### src/rtl/pr_pkg.sv
package pr_pkg;
  localparam int SEL_W = 3;

  typedef enum logic [SEL_W-1:0] {
    SEL_NONE = 3'd0,
    SEL_RSVD = 3'd1,
    SEL_CNT0 = 3'd2,
    SEL_CNT1 = 3'd3,
    SEL_I0R  = 3'd4,
    SEL_I1R  = 3'd5,
    SEL_I0F  = 3'd6,
    SEL_I1F  = 3'd7
  } route_sel_e;
endpackage

### src/rtl/pr_cfg_regs.sv
module pr_cfg_regs
  import pr_pkg::*;
#(
  parameter int NUM_PINS = 8,
  parameter int ADDR_W   = 3,
  parameter int DATA_W   = 8
) (
  input  logic                             clk,
  input  logic                             rst_n,
  input  logic                             wr,
  input  logic [ADDR_W-1:0]                addr,
  input  logic [DATA_W-1:0]                wdata,
  output logic [DATA_W-1:0]                rdata,
  output logic [NUM_PINS-1:0][SEL_W-1:0]   sel,
  output logic [NUM_PINS-1:0]              dir
);
  localparam int PER_BYTE   = 2;
  localparam int SLOT_W     = DATA_W / PER_BYTE;
  localparam int SEL_BYTES  = NUM_PINS / PER_BYTE;
  localparam logic [ADDR_W-1:0] DIR_ADDR = ADDR_W'(SEL_BYTES);

  always_ff @(posedge clk or negedge rst_n) begin
    if (!rst_n) begin
      sel <= '0;
      dir <= '0;
    end else if (wr) begin
      for (int p = 0; p < NUM_PINS; p++) begin
        if (addr == ADDR_W'(p / PER_BYTE))
          sel[p] <= wdata[(p % PER_BYTE)*SLOT_W +: SEL_W];
      end
      if (addr == DIR_ADDR)
        dir <= wdata[NUM_PINS-1:0];
    end
  end

  always_comb begin
    rdata = '0;
    for (int b = 0; b < SEL_BYTES; b++) begin
      if (addr == ADDR_W'(b)) begin
        for (int k = 0; k < PER_BYTE; k++)
          rdata[k*SLOT_W +: SEL_W] = sel[b*PER_BYTE + k];
      end
    end
    if (addr == DIR_ADDR)
      rdata[NUM_PINS-1:0] = dir;
  end
endmodule

### src/rtl/pr_pin_sync.sv
module pr_pin_sync #(
  parameter int NUM_PINS    = 8,
  parameter int SYNC_STAGES = 2
) (
  input  logic                clk,
  input  logic                rst_n,
  input  logic [NUM_PINS-1:0] pin_async,
  output logic [NUM_PINS-1:0] lvl,
  output logic [NUM_PINS-1:0] rise,
  output logic [NUM_PINS-1:0] fall
);
  for (genvar p = 0; p < NUM_PINS; p++) begin : g_pin
    logic [SYNC_STAGES-1:0] chain;
    logic                   prev;

    always_ff @(posedge clk or negedge rst_n) begin
      if (!rst_n) begin
        chain <= '0;
        prev  <= 1'b0;
      end else begin
        chain <= {chain[SYNC_STAGES-2:0], pin_async[p]};
        prev  <= chain[SYNC_STAGES-1];
      end
    end

    assign lvl[p]  = chain[SYNC_STAGES-1];
    assign rise[p] = chain[SYNC_STAGES-1] & ~prev;
    assign fall[p] = ~chain[SYNC_STAGES-1] & prev;
  end
endmodule

### src/rtl/pr_merge.sv
module pr_merge
  import pr_pkg::*;
#(
  parameter int NUM_PINS = 8
) (
  input  logic [NUM_PINS-1:0][SEL_W-1:0] sel,
  input  logic [NUM_PINS-1:0]            lvl,
  input  logic [NUM_PINS-1:0]            rise,
  input  logic [NUM_PINS-1:0]            fall,
  output logic                           cnt0,
  output logic                           cnt1,
  output logic                           irq0,
  output logic                           irq1
);
  always_comb begin
    cnt0 = 1'b0;
    cnt1 = 1'b0;
    irq0 = 1'b0;
    irq1 = 1'b0;
    for (int p = 0; p < NUM_PINS; p++) begin
      case (route_sel_e'(sel[p]))
        SEL_CNT0: cnt0 = cnt0 | lvl[p];
        SEL_CNT1: cnt1 = cnt1 | lvl[p];
        SEL_I0R:  irq0 = irq0 | rise[p];
        SEL_I1R:  irq1 = irq1 | rise[p];
        SEL_I0F:  irq0 = irq0 | fall[p];
        SEL_I1F:  irq1 = irq1 | fall[p];
        default:  ;
      endcase
    end
  end
endmodule

### src/rtl/pin_route_hub.sv
module pin_route_hub
  import pr_pkg::*;
#(
  parameter int NUM_PINS    = 8,
  parameter int ADDR_W      = 3,
  parameter int DATA_W      = 8,
  parameter int SYNC_STAGES = 2
) (
  input  logic                clk,
  input  logic                rst_n,
  input  logic                reg_wr,
  input  logic [ADDR_W-1:0]   reg_addr,
  input  logic [DATA_W-1:0]   reg_wdata,
  output logic [DATA_W-1:0]   reg_rdata,
  input  logic [NUM_PINS-1:0] pin_in,
  output logic [NUM_PINS-1:0] pin_oe,
  output logic                cnt0_clk,
  output logic                cnt1_clk,
  output logic                irq0_pulse,
  output logic                irq1_pulse
);
  logic [NUM_PINS-1:0][SEL_W-1:0] sel_w;
  logic [NUM_PINS-1:0]            dir_w;
  logic [NUM_PINS-1:0]            lvl_w, rise_w, fall_w;

  pr_cfg_regs #(.NUM_PINS(NUM_PINS), .ADDR_W(ADDR_W), .DATA_W(DATA_W)) u_regs (
    .clk(clk), .rst_n(rst_n), .wr(reg_wr), .addr(reg_addr), .wdata(reg_wdata),
    .rdata(reg_rdata), .sel(sel_w), .dir(dir_w)
  );

  pr_pin_sync #(.NUM_PINS(NUM_PINS), .SYNC_STAGES(SYNC_STAGES)) u_sync (
    .clk(clk), .rst_n(rst_n), .pin_async(pin_in),
    .lvl(lvl_w), .rise(rise_w), .fall(fall_w)
  );

  pr_merge #(.NUM_PINS(NUM_PINS)) u_merge (
    .sel(sel_w), .lvl(lvl_w), .rise(rise_w), .fall(fall_w),
    .cnt0(cnt0_clk), .cnt1(cnt1_clk), .irq0(irq0_pulse), .irq1(irq1_pulse)
  );

  for (genvar p = 0; p < NUM_PINS; p++) begin : g_oe
    assign pin_oe[p] = dir_w[p] & (sel_w[p] == SEL_NONE);
  end
endmodule

### config.mk
export PLATFORM = sky130hd
export DESIGN_NAME = pin_route_hub
export DESIGN_NICKNAME = d
export VERILOG_FILES = /design/src/rtl/pr_pkg.sv /design/src/rtl/pr_cfg_regs.sv /design/src/rtl/pr_pin_sync.sv /design/src/rtl/pr_merge.sv /design/src/rtl/pin_route_hub.sv
export SDC_FILE = /design/constraint.sdc
export NUM_CORES = 1
export LEC_CHECK = 0
export BUFFER_PORTS_ARGS = -buffer_cell sky130_fd_sc_hd__buf_2
export CORE_MARGIN = 10
export CORE_UTILIZATION = 50
export CTS_BUF_LIST = sky130_fd_sc_hd__clkbuf_4 sky130_fd_sc_hd__clkbuf_8 sky130_fd_sc_hd__clkbuf_16
export CTS_CLUSTER_SIZE = 12
export DETAILED_ROUTE_END_ITERATION = 6
export PLACE_DENSITY = 0.78
export SYNTH_ARGS = -nofsm -noshare
export SYNTH_HDL_FRONTEND = slang
export SYNTH_SLANG_ARGS = --single-unit
export TNS_END_PERCENT = 30
### constraint.sdc
create_clock -name clk -period 1.5 [get_ports clk]
set_clock_uncertainty 0.05 [all_clocks]
set_input_delay 0.375 -clock clk [delete_from_list [all_inputs] [get_ports clk]]
set_output_delay 0.375 -clock clk [all_outputs]
set_load 0.02 [all_outputs]
After elaboration in Yosys (flattened, before gate mapping):

Cells that the tools add are included.

* register bits: 56
* logic and storage cells: 214
* bits of input ports: 22
* output and inout port bits: 20

* eq/ne operators: 52
* reduce and logical (&&, ||, !) cells: 14
* bitwise gates (word level): 82
* mux-type cells: 41

Operator list (number)
* $eq 3x3->1 const B: 33
* $eq 3x2->1 const B: 18
* $or 1x1->1: 42
* $pmux 1 s2: 16
* $logic_not 3->1: 9
* $and 1x1->1: 24
* $mux 3: 8
* $mux 1: 16
* $not 1->1: 16
* $reduce_and 2->1: 5
* $mux 8: 1
* $eq 3x1->1 const B: 1

Depth between registers and ports, before layout:

* depth after elaboration: 17
* mapped depth: 5

Hierarchy:

From an unflattened synthesis, not the netlist that was laid out.

* cell total of the unflattened synthesis: 221
* area, all modules: 2912.8 µm²

Modules (own cells, without submodules)
* pr_cfg_regs: area an instance 1597.8 µm², seq. area each 800.8 µm², cells each 108, instances 1
* pr_pin_sync: area an instance 800.8 µm², seq. area each 600.6 µm², cells each 48, instances 1
* pr_merge: area an instance 394.1 µm², seq. area each 0.0 µm², cells each 57, instances 1
* pin_route_hub: area an instance 120.1 µm², seq. area each 0.0 µm², cells each 8, instances 1

Worst setup path before layout:

Ideal clock, no wire load.

* kind: input -> output
* start: input reg_addr[0]
* end: output reg_rdata[0]
* data required time: 1.075 ns
* arrival time: 1.374 ns
* stages: 4
* slack: -0.299 ns
* cells stage by stage: buf_4 -> mux4_2 -> inv_1 -> o21ai_0

* longest elaborated chain between the ends: 6
* elaborated cells on any way between the ends: 10
* classes of those cells: eq/ne (4); mux (5); reduce/logical (1)

RTL lines
* from (decl): RTL line pin_route_hub.sv:12 `input logic [ADDR_W-1:0] reg_addr,`
* $logic_not 3->1: RTL line pr_cfg_regs.sv:39 `if (addr == ADDR_W'(b)) begin`
* $mux 3 (4 in series): RTL line pr_cfg_regs.sv:39
* $mux 8 (*): RTL line pr_cfg_regs.sv:44 `if (addr == DIR_ADDR)`
* to (decl): RTL line pin_route_hub.sv:14 `output logic [DATA_W-1:0] reg_rdata,`

Every way passes the cells marked *; elsewhere a longest branch is shown, timed or not.

Worst setup path in the final report:

* start: register u_sync.g_pin[7].chain[1]
* end: output irq0_pulse

* longest elaborated chain between the ends: 4
* elaborated cells on any way between the ends: 6
* classes of those cells: mux (1); bitwise (5)

RTL lines
* from (decl): RTL line pr_pin_sync.sv:13 `logic [SYNC_STAGES-1:0] chain;`
* from (signal assigned): RTL line pr_pin_sync.sv:21 `chain <= {chain[SYNC_STAGES-2:0], pin_async[p]};`
* $not 1->1: RTL line pr_pin_sync.sv:28 `assign fall[p] = ~chain[SYNC_STAGES-1] & prev;`
* $and 1x1->1: RTL line pr_pin_sync.sv:28
* $or 1x1->1: RTL line pr_merge.sv:26 `SEL_I0F: irq0 = irq0 | fall[p];`
* $pmux 1 s2 (*): RTL line pr_merge.sv:21 `case (route_sel_e'(sel[p]))`
* to (decl): RTL line pin_route_hub.sv:19 `output logic irq0_pulse,`

Marks and branches as above.

==> impl_metrics.env <==
export IMPL_first_pass_grt_wire_length_mm=11.6
export IMPL_cp_data_required_time_ns=1.07
export IMPL_cts_tree="built"
export IMPL_most_common_flop_cell_mapped_by_yosys="dfrtp_1"
export IMPL_final_antenna_net_count=0
export IMPL_postSynthNetCount=233
export IMPL_chipHeight_um=92.8
export IMPL_synthTopCellsByCount="56 x dfrtp_1, 25 x nand2_1, 20 x mux2_2"
export IMPL_design_die_area_mm2=0.00862
export IMPL_placement_io_buffers=41
export IMPL_setup_violations=20
export IMPL_route_detailed_drc=0
export IMPL_run_status="complete, but fails checks"
export IMPL_max_freq_mhz=462
export IMPL_ffs_latches_synth=56
export IMPL_gp_routability_congestion=0.906
export IMPL_max_slew_margin_rel=0.708
export IMPL_rsz0062_at_grt="yes"
export IMPL_drt_pass1_iterations=4
export IMPL_tns_ns=-7.95
export IMPL_final_nets=329
export IMPL_async_reset_ff_frac=1.00
export IMPL_die_wd_um=92.8
export IMPL_final_setup_worst_slack_ns=-0.663
export IMPL_maxSlewViolCount=0
export IMPL_critical_path_startpoint_type="flop"
export IMPL_buffer_cell_driving_the_clock_tree_root="clkbuf_8"
export IMPL_worst_slew_pin_transition_ns=0.438
export IMPL_final_hold_worst_slack_ns=0.116
export IMPL_detailed_place_hpwl_mm=5.17
export IMPL_setup_worst_path_start="u_sync.g_pin[7].chain[1]$_DFF_PN0_"
export IMPL_postRouteWirelength_mm=8.09
export IMPL_synth_area_per_cell_um2=12.6
export IMPL_initial_utilization=0.516
export IMPL_areaGrowthSynthToFinish_pct=46.2
export IMPL_initialDrtViolationCount=302
export IMPL_cp_arrival_ns=1.74
export IMPL_layout_core_utilization=0.754
export IMPL_first_global_vias=2290
export IMPL_pwr_density_cell_mw_per_mm2=1250
export IMPL_number_of_enable_type_register_cells_in_the_synthesized_netlist=0
export IMPL_synth_cell_types=37
export IMPL_max_vdd_drop_mv=0.587
export IMPL_grt_overflow_total=0
export IMPL_yosysSeqAreaShare=0.529
export IMPL_r2r_start="u_regs.sel[15]$_DFFE_PN0P_"
export IMPL_cp_max_fo=3
export IMPL_timing_worst_setup_path_type="flop to primary output"
export IMPL_hp_class="input port to flop"
export IMPL_top_level_ports=42
export IMPL_drive_gt1_frac=0.597
export IMPL_final_period_utilization=1.44
export IMPL_violations="negative setup slack"
export IMPL_preCtsSetupSlack_ns=-0.388
export IMPL_cell_count_after_synthesis=211
export IMPL_endpoint_kind="primary output"
export IMPL_initial_antenna_violation_count=0
export IMPL_clock_sink_count=56
export IMPL_cts_clk_slew_worst_paths_ns=0.09
export IMPL_clock_insertion_delay_worst_skew_ns=0.30
export IMPL_clk_path_buf_depth=2
export IMPL_synthMostInstantiatedCell="dfrtp_1"
export IMPL_timing_max_cap_violations=0
export IMPL_power_leakage_nw=1.71
export IMPL_maximum_number_of_pins_on_one_net_before_global_route_repair=27
export IMPL_synth_yosys_warnings=0
export IMPL_cts_buffers_inserted=5
export IMPL_final_cell_area_excluding_filler_cells_mm2=0.00387
export IMPL_groute_usage_overall=0.170
export IMPL_synth_top_cells_by_area="dfrtp_1 53%, mux2_2 8.5%, mux4_2 5.1%"
export IMPL_mappedNetlistArea_mm2=0.00265
export IMPL_beginning_of_the_worst_hold_path="pin_in[4]"
export IMPL_route_detailed_vias_per_inst=5.97
export IMPL_post_synth_top_area_cell="dfrtp_1"
export IMPL_postPlaceCellArea_mm2=0.00337
export IMPL_synth_top_cell_area_share=0.529
export IMPL_std_cell_rows=26
export IMPL_htree_levels=2
export IMPL_routed_via_count=2258
export IMPL_timing_hold_violations_final=0
export IMPL_antenna_cells_inserted=0
export IMPL_final_period_minus_worst_setup_slack_ns=2.16
export IMPL_core_area_mm2=0.00514
export IMPL_detail_route_wl_per_cell_um=21.4
==> registers in the layout, summed over array words and instances, names as in the netlist <==
| register | cells |
|---|---|
| u_sync.g_pin.prev | 8 |
| u_sync.g_pin.chain | 16 |
| u_regs.dir | 8 |
| u_regs.sel | 24 |
==> where the power goes <==
| part | total (mW) | switching (mW) | internal, mW |
|---|---|---|---|
| clock network | 0.982 | 0.487 | 0.494 |
| logic | 1.81 | 0.820 | 0.988 |
| registers | 2.04 | 0.301 | 1.74 |
| total | 4.83 | 1.61 | 3.22 |
==> critical path, stage by stage (launching register included) <==
cell	delay, ns
dfrtp_1	0.41
or3b_4	0.28
a21oi_4	0.07
a2111oi_4	0.35
nand4_1	0.15
buf_4	0.19
==> worst paths after layout <==
kind,end,slack [ns],depth (start not counted)
worst min-delay path,u_sync.g_pin[4].chain[0]$_DFF_PN0_,0.12,1
worst min register to register,u_sync.g_pin[7].chain[1]$_DFF_PN0_,0.30,0
worst max-delay path,irq0_pulse,-0.66,5
min in group asynchronous,u_regs.sel[16]$_DFFE_PN0P_,0.48,2
max in group asynchronous,u_regs.sel[15]$_DFFE_PN0P_,0.42,3
worst max register to register,u_regs.sel[15]$_DFFE_PN0P_,0.36,3
==> per-layer routing <==
layer  GRT usage  part of all wire  vias up
met5           0                 0        -
met4      0.0784             0.043        0
met3      0.0468             0.061       27
met2       0.270              0.51      111
met1       0.210              0.38     1144
li1            -                 -      976
==> cell usage in the layout, fill, tap and decap left out, types with 6 or more instances in the layout <==
master / instances
buf_4: 49
mux4_2: 6
mux2_4: 8
dfrtp_2: 9
mux2_2: 20
buf_6: 22
dfrtp_1: 47
inv_2: 6
buf_2: 18
nand3b_1: 8
nor4b_4: 7
nand2_1: 24
==> kinds of logic (layout without fill, tap and decap cells) <==
kind of cell	Yosys count	after routing	synth area share
and+or+nand+nor	76	76	0.189
DFF	56	56	0.529
muxes	35	35	0.185
AOI/OAI and AO/OA	28	28	0.0665
buffers and inverters	16	113	0.0307
==> through the flow <==
step                cells  power, mW
floorplan             211       2.72
global placement      365       3.36
detailed placement    365       3.40
CTS                   377       4.59
global route          378       5.05
finish                378       4.83
==> layout make-up <==
cell class | count | area [um^2]
multi-input combinational | 139 | 1430
sequential | 56 | 1410
fill | 295 | 1260
timing repair buffer | 94 | 791
tap | 70 | 87.6
clock buffer | 5 | 68.8
clock inverter | 3 | 42.5
inverter | 11 | 41.3
==> what timing repair did <==
item	in CTS	in global routing
setup buffers	3	2
endpoints found under the setup margin	20	20
pin swaps	11	8
endpoints found under the hold margin	15	0
hold buffers	1	0
gates resized for setup	50	39
Power figures use the tool's default switching activity.
